## src/rtl/pwm_pkg.sv

```systemverilog
package pwm_pkg;
  localparam int AW = 8;
  typedef logic [AW-1:0] addr_t;

  localparam addr_t A_PRESCALE  = 8'h00;
  localparam addr_t A_PERIOD    = 8'h04;
  localparam addr_t A_EN_BASE   = 8'h08;
  localparam addr_t A_EDGE_BASE = 8'h10;
  localparam addr_t A_SYNC_BASE = 8'hE4;
  localparam int    CH_STRIDE   = 8;
  localparam int    FALL_OFS    = 4;
  localparam int    BANK_STRIDE = 4;

  function automatic addr_t rise_addr(input int ch);
    return A_EDGE_BASE + addr_t'(ch * CH_STRIDE);
  endfunction

  function automatic addr_t fall_addr(input int ch);
    return rise_addr(ch) + addr_t'(FALL_OFS);
  endfunction

  function automatic addr_t en_addr(input int bank);
    return A_EN_BASE + addr_t'(bank * BANK_STRIDE);
  endfunction

  function automatic addr_t sync_addr(input int bank);
    return A_SYNC_BASE + addr_t'(bank * BANK_STRIDE);
  endfunction
endpackage

```

## src/rtl/pwm_timebase.sv

```systemverilog
module pwm_timebase #(
  parameter int DW = 8
) (
  input  logic          clk,
  input  logic          rst,
  input  logic [DW-1:0] prescale,
  input  logic [DW-1:0] period_lim,
  output logic [DW-1:0] step,
  output logic          step_first,
  output logic          period_start
);
  logic [DW-1:0] pre_cnt;
  logic          tick;

  // >= keeps the counters bounded when a limit shrinks mid-period
  assign tick         = (pre_cnt >= prescale);
  assign step_first   = (pre_cnt == '0);
  assign period_start = tick && (step >= period_lim);

  always_ff @(posedge clk) begin
    if (rst) begin
      pre_cnt <= '0;
      step    <= '0;
    end else if (tick) begin
      pre_cnt <= '0;
      step    <= period_start ? '0 : step + 1'b1;
    end else begin
      pre_cnt <= pre_cnt + 1'b1;
    end
  end
endmodule

```

## src/rtl/pwm_channel.sv

```systemverilog
module pwm_channel #(
  parameter int DW = 8
) (
  input  logic          clk,
  input  logic          rst,
  input  logic          step_first,
  input  logic [DW-1:0] step,
  input  logic [DW-1:0] rise_at,
  input  logic [DW-1:0] fall_at,
  input  logic          enable,
  output logic          pwm_q
);
  logic lvl_q, lvl_d, hit_r, hit_f;

  always_comb begin
    hit_r = step_first && (step == rise_at);
    hit_f = step_first && (step == fall_at);
    lvl_d = lvl_q;
    if (hit_r && hit_f)  lvl_d = ~lvl_q;
    else if (hit_r)      lvl_d = 1'b1;
    else if (hit_f)      lvl_d = 1'b0;
  end

  always_ff @(posedge clk) begin
    if (rst) begin
      lvl_q <= 1'b0;
      pwm_q <= 1'b0;
    end else begin
      lvl_q <= lvl_d;
      pwm_q <= enable & lvl_d;
    end
  end
endmodule

```

## src/rtl/pwm_regfile.sv

```systemverilog
module pwm_regfile
  import pwm_pkg::*;
#(
  parameter int NUM_CH = 16,
  parameter int DW     = 8
) (
  input  logic                      clk,
  input  logic                      rst,
  input  logic                      bus_wr,
  input  addr_t                     bus_addr,
  input  logic [DW-1:0]             bus_wdata,
  input  logic                      period_start,
  output logic [DW-1:0]             prescale_act,
  output logic [DW-1:0]             period_act,
  output logic [NUM_CH-1:0]         ch_en,
  output logic [NUM_CH-1:0]         sync_en,
  output logic [NUM_CH-1:0][DW-1:0] rise_act,
  output logic [NUM_CH-1:0][DW-1:0] fall_act,
  output logic [DW-1:0]             bus_rdata
);
  localparam int NBANK = NUM_CH / DW;

  logic [DW-1:0]             prescale_sh, period_sh;
  logic [NUM_CH-1:0][DW-1:0] rise_sh, fall_sh;
  logic                      any_sync;
  logic [DW-1:0]             rd_mux;

  assign any_sync = |sync_en;

  always_ff @(posedge clk) begin
    if (rst) begin
      prescale_sh  <= '0;
      period_sh    <= '0;
      prescale_act <= '0;
      period_act   <= '0;
      rise_sh      <= '0;
      fall_sh      <= '0;
      rise_act     <= '0;
      fall_act     <= '0;
      ch_en        <= '0;
      sync_en      <= '0;
      bus_rdata    <= '0;
    end else begin
      // boundary transfer first; a same-cycle write below overrides it
      if (period_start) begin
        prescale_act <= prescale_sh;
        period_act   <= period_sh;
        rise_act     <= rise_sh;
        fall_act     <= fall_sh;
      end
      if (bus_wr) begin
        if (bus_addr == A_PRESCALE) begin
          prescale_sh <= bus_wdata;
          if (!any_sync) prescale_act <= bus_wdata;
        end
        if (bus_addr == A_PERIOD) begin
          period_sh <= bus_wdata;
          if (!any_sync) period_act <= bus_wdata;
        end
        for (int b = 0; b < NBANK; b++) begin
          if (bus_addr == en_addr(b))   ch_en[b*DW +: DW]   <= bus_wdata;
          if (bus_addr == sync_addr(b)) sync_en[b*DW +: DW] <= bus_wdata;
        end
        for (int c = 0; c < NUM_CH; c++) begin
          if (bus_addr == rise_addr(c)) begin
            rise_sh[c] <= bus_wdata;
            if (!sync_en[c]) rise_act[c] <= bus_wdata;
          end
          if (bus_addr == fall_addr(c)) begin
            fall_sh[c] <= bus_wdata;
            if (!sync_en[c]) fall_act[c] <= bus_wdata;
          end
        end
      end
      bus_rdata <= rd_mux;
    end
  end

  always_comb begin
    rd_mux = '0;
    if (bus_addr == A_PRESCALE) rd_mux = prescale_act;
    if (bus_addr == A_PERIOD)   rd_mux = period_act;
    for (int b = 0; b < NBANK; b++) begin
      if (bus_addr == en_addr(b))   rd_mux = ch_en[b*DW +: DW];
      if (bus_addr == sync_addr(b)) rd_mux = sync_en[b*DW +: DW];
    end
    for (int c = 0; c < NUM_CH; c++) begin
      if (bus_addr == rise_addr(c)) rd_mux = rise_act[c];
      if (bus_addr == fall_addr(c)) rd_mux = fall_act[c];
    end
  end
endmodule

```

## src/rtl/pwm_edge_gen.sv

```systemverilog
module pwm_edge_gen
  import pwm_pkg::*;
#(
  parameter int NUM_CH = 16,
  parameter int DW     = 8
) (
  input  logic              clk,
  input  logic              rst,
  input  logic              bus_wr,
  input  logic [AW-1:0]     bus_addr,
  input  logic [DW-1:0]     bus_wdata,
  output logic [DW-1:0]     bus_rdata,
  output logic [NUM_CH-1:0] pwm_out
);
  logic [DW-1:0]             prescale_act, period_act;
  logic [NUM_CH-1:0]         ch_en, sync_en;
  logic [NUM_CH-1:0][DW-1:0] rise_act, fall_act;
  logic [DW-1:0]             step;
  logic                      step_first, period_start;

  pwm_regfile #(.NUM_CH(NUM_CH), .DW(DW)) regs_i (
    .clk(clk), .rst(rst), .bus_wr(bus_wr), .bus_addr(bus_addr),
    .bus_wdata(bus_wdata), .period_start(period_start),
    .prescale_act(prescale_act), .period_act(period_act),
    .ch_en(ch_en), .sync_en(sync_en), .rise_act(rise_act),
    .fall_act(fall_act), .bus_rdata(bus_rdata)
  );

  pwm_timebase #(.DW(DW)) tb_i (
    .clk(clk), .rst(rst), .prescale(prescale_act), .period_lim(period_act),
    .step(step), .step_first(step_first), .period_start(period_start)
  );

  for (genvar c = 0; c < NUM_CH; c++) begin : g_ch
    pwm_channel #(.DW(DW)) ch_i (
      .clk(clk), .rst(rst), .step_first(step_first), .step(step),
      .rise_at(rise_act[c]), .fall_at(fall_act[c]), .enable(ch_en[c]),
      .pwm_q(pwm_out[c])
    );
  end
endmodule

```

## config.mk

```make
export PLATFORM = sky130hd
export DESIGN_NAME = pwm_edge_gen
export DESIGN_NICKNAME = d
export VERILOG_FILES = /design/src/rtl/pwm_pkg.sv /design/src/rtl/pwm_timebase.sv /design/src/rtl/pwm_channel.sv /design/src/rtl/pwm_regfile.sv /design/src/rtl/pwm_edge_gen.sv
export SDC_FILE = /design/constraint.sdc
export NUM_CORES = 2
export LEC_CHECK = 0
export BUFFER_PORTS_ARGS = -buffer_cell sky130_fd_sc_hd__buf_2
export CORE_MARGIN = 2
export CORE_UTILIZATION = 38
export DETAILED_ROUTE_END_ITERATION = 12
export PLACE_DENSITY = 0.62
export REMOVE_ABC_BUFFERS = 1
export SYNTH_ARGS = -nofsm -noshare
export SYNTH_HDL_FRONTEND = slang
export SYNTH_HIERARCHICAL = 1
export SYNTH_SLANG_ARGS = --single-unit
```

## constraint.sdc

```tcl
create_clock -name clk -period 6.48 [get_ports clk]
set_clock_uncertainty 0.2 [all_clocks]
set_input_delay 1.296 -clock clk [delete_from_list [all_inputs] [get_ports clk]]
set_output_delay 1.296 -clock clk [all_outputs]
set_load 0.05 [all_outputs]
```

==> impl_metrics.tcl <==
set metrics [dict create \
    die_h_um 294 \
    grt_first_pass_wirelength_mm 166 \
    finish.utilization_pct 42.0 \
    vias_per_cell 6.01 \
    cp-start-kind "input port" \
    clkTransAtPathRegs_ns 0.06 \
    gr-usage-met1_pct 35.3 \
    crit_chain "buf_2, nor4bb_4, nand2_1, o22ai_1, nor2_1, a221oi_1, o2111ai_1, a31oi_1, o31ai_1" \
    grt_antenna_before_repair 11 \
    core_sq_um 83400 \
    path_buf_inv 1 \
    timing.final.crit_period_ns 4.46 \
    critPathLaunch "bus_addr[2]" \
    crit_end "regs_i/bus_rdata[1]" \
    worstRegToRegCells 10 \
    place_inst 4551 \
    wirelength_mm 111 \
    worstMarginPinSlew_ns 1.16 \
    register_area_sq_um 12700 \
    synth_top_cell_area_share_pct 39.7 \
    cts_buffers 72 \
    crit_type "input port to flop" \
    chipWidth_um 294 \
    hp-class "flop to flop" \
    synth_area_leader_cell "dfxtp_1" \
    leakagePower_nw 15.3 \
    grt_pass1_vias 25400 \
    overflow 0 \
    syn_avg_cell_area_sq_um 8.60 \
    critPathRequiredTime_ns 6.78 \
    finalNetCount 3583 \
    setup_violations 0 \
    synth_area_sq_um 31900 \
    synth_edf_count 0 \
    track_usage_pct 24.8 \
    worstPathArrival_ns 4.76 \
    yosysWarnings 6 \
    post-cts-setup-buffers 0 \
    ys_top_cells_by_area "dfxtp_1 (40%), mux2i_1 (12%), a211oi_1 (6.2%), nor2_1 (5.2%), a21oi_1 (4.1%)" \
    grt_max_degree 141 \
    io_pins 43 \
    vias 28100 \
    synthFlopType "dfxtp_1" \
    hold_ws_ns 0.251 \
    critPathCaptureType "flop" \
    gp_congestion 0.959 \
    cts.sinks 632 \
    fp-row-count 106 \
    period_share_pct 68.9 \
    multi_input_area_sq_um 17800 \
    p_total_mw 8.38 \
    firstDrtPassIters 6 \
    dieArea_sq_um 86300 \
    setup-tns-final_ns 0 \
    ys_types 82 \
    drt_iter0_markers 3410 \
    hold_viol_final 0 \
    antenna_left 0 \
    synth_cells 3707 \
    regToRegSetupSlack_ns 2.33 \
    fill_cells 8203 \
    fmax_ghz 0.224 \
    cts_tree "built" \
    clk_latency_ns 0.63 \
    wl_per_cell_um 23.7 \
    ys_ff_latch 632 \
    post_cts_resized 0 \
    cts.path.max_buffers 3 \
    syn2layout_area_growth_pct 9.72 \
    finalMaxSlewViolations 0 \
    use_met3_pct 4.75 \
    drive_gt1_share_pct 8.76 \
    cpLargestDelayFamily "simple AND/OR/NAND/NOR gates" \
    slowest_delay_ns 1.09 \
    status "completed" \
    synth-seq-area-share_pct 39.7 \
    rsz0062_at_grt "no" \
    drv_cap 0 \
    met2_usage_pct 37.3 \
    finalNonFillerCells 4678 \
    io_buffers 42 \
    drc 0 \
    start_util_pct 38.2 \
    root_buffer "clkbuf_16" \
    powerDensity_nw_per_um2 239 \
    postCtsHoldBufs 0 \
    ys_async_sr_fraction_pct 0 \
    reg2reg_to "regs_i/fall_act[40]" \
    slew_headroom_pct 22.3 \
    cp_slowest_cell "nor4bb_4" \
    h-tree-depth 3 \
    reg2reg_from "tb_i/step[0]" \
    dpl.hpwl_mm 70.2 \
    cp.depth 9 \
    busiest_layer "met2" \
    path_max_fanout 20 \
    peakVddDrop_uv 160 \
]
-- registers in the layout, summed over array words and instances, names as in the netlist --
name                 cells
regs_i/ch_en            16
regs_i/fall_sh         128
tb_i/pre_cnt             8
regs_i/prescale_sh       8
regs_i/sync_en          16
tb_i/step                8
g_ch.ch_i/pwm_q         16
regs_i/rise_act        128
regs_i/bus_rdata         8
g_ch.ch_i/lvl_q         16
regs_i/period_act        8
regs_i/fall_act        128
regs_i/prescale_act      8
regs_i/period_sh         8
regs_i/rise_sh         128
-- Yosys cell counts (9+ instances only) --
library cell,count
nand4_1,37
nor3_1,33
a21oi_1,259
o221ai_1,18
a211oi_1,265
a221oi_1,13
or2_1,9
o31ai_1,21
mux2i_1,393
clkbuf_1,221
nor3b_1,17
nand2_2,9
inv_1,27
o21ai_0,29
xor2_1,116
nor2_1,446
a21boi_1,16
buf_2,64
xnor2_1,146
nor4_2,17
or2_2,25
nand2_1,313
o22ai_1,40
o211ai_1,12
nor4_1,11
nor2_4,10
a22oi_1,24
dfxtp_1,632
ha_1,19
and2b_1,16
mux2_2,9
buf_1,41
nand3_1,250
-- metal layers --
| metal | share of wire [%] | vias to the layer above | wire (um) |
|---|---|---|---|
| li1 | - | 12900 | - |
| met2 | 44 | 1328 | 48200 |
| met4 | 3.6 | 8 | 4020 |
| met1 | 44 | 13600 | 48400 |
| met3 | 9.1 | 265 | 10100 |
| met5 | 0.047 | - | 52 |
-- cells in the final DEF (no fill, tap or decap), drive strengths merged, types with 8 or more instances in the layout --
cell    synthesis  routed
o221ai         18      18
o22ai          40      40
nor2          466     466
nor3b          17      17
nand4          37      37
and3            8       8
or2            34      34
ha             19      19
o21ai          32      32
clkinv          0      14
o31ai          21      21
inv            27      29
a211oi        265     265
a221oi         13      13
xor2          116     116
nor4           29      29
nand3         251     251
mux2            9       9
clkbuf        221     104
dfxtp         632     632
nand2         322     322
mux2i         393     393
xnor2         146     146
nor3           33      33
a21oi         260     260
o32ai           8       8
and2b          16      16
a21boi         16      16
nor2b           8       8
o211ai         12      12
a22oi          24      24
buf           112      97
-- tightest hold or removal path: stages, from the launching register on --
cell and delay [ns]:
dfxtp_1 0.30, nand2_1 0.05, a21oi_1 0.05
-- metrics by stage --
step,cell area (sq um),setup slack [ns]
final,35000,2.02
after floorplan,30500,-13.41
after detailed placement,32700,1.41
after global routing,35000,1.88
after CTS,35000,2.08
after global placement,32700,1.54
-- report_power, final --
part	switching, mW	total (mW)	internal (mW)
Combinational	0.309	0.395	0.0859
Sequential	0.0123	3.91	3.90
Clock	1.68	4.07	2.39
-- area by class of cell --
| class | instances | share of cell area, % |
|---|---|---|
| flip-flops and latches | 632 | 36.2 |
| repair buffers | 97 | 2.03 |
| well taps | 1080 | 3.86 |
| clock inverters | 20 | 0.733 |
| diodes | 3 | 0.0215 |
| multi-input cells | 2715 | 51.0 |
| clock buffers | 104 | 5.92 |
| inverters | 27 | 0.290 |
-- cell families (layout without fill, tap and decap cells) --
logic type / Yosys count / count (layout) / synth area share [%]
XOR/XNOR: 262 / 262 / 7.19
AO/OA/AOI/OAI: 768 / 768 / 16.1
AND/OR/NAND/NOR: 1262 / 1262 / 18.9
adder cells (fa/ha/maj): 19 / 19 / 0.745
buffers and inverters: 360 / 248 / 4.63
flip-flops: 632 / 632 / 39.7
multiplexers: 404 / 404 / 12.8
other: 0 / 3 / 0
-- worst min-delay path by stage --
stage	slack [ns]	startpoint	endpoint	depth (start not counted)
2_1_floorplan	0.23	regs_i/fall_sh[100]	regs_i/fall_sh[100]	2
3_3_place_gp	0.24	regs_i/rise_sh[121]	regs_i/rise_sh[121]	2
3_5_place_dp	0.25	regs_i/rise_sh[103]	regs_i/rise_sh[103]	2
4_1_cts	0.25	regs_i/fall_sh[89]	regs_i/fall_sh[89]	2
5_1_grt	0.27	regs_i/fall_sh[100]	regs_i/fall_sh[100]	2
6_report	0.25	regs_i/fall_sh[89]	regs_i/fall_sh[89]	2
No activity file was read; power rests on OpenSTA's default activity.
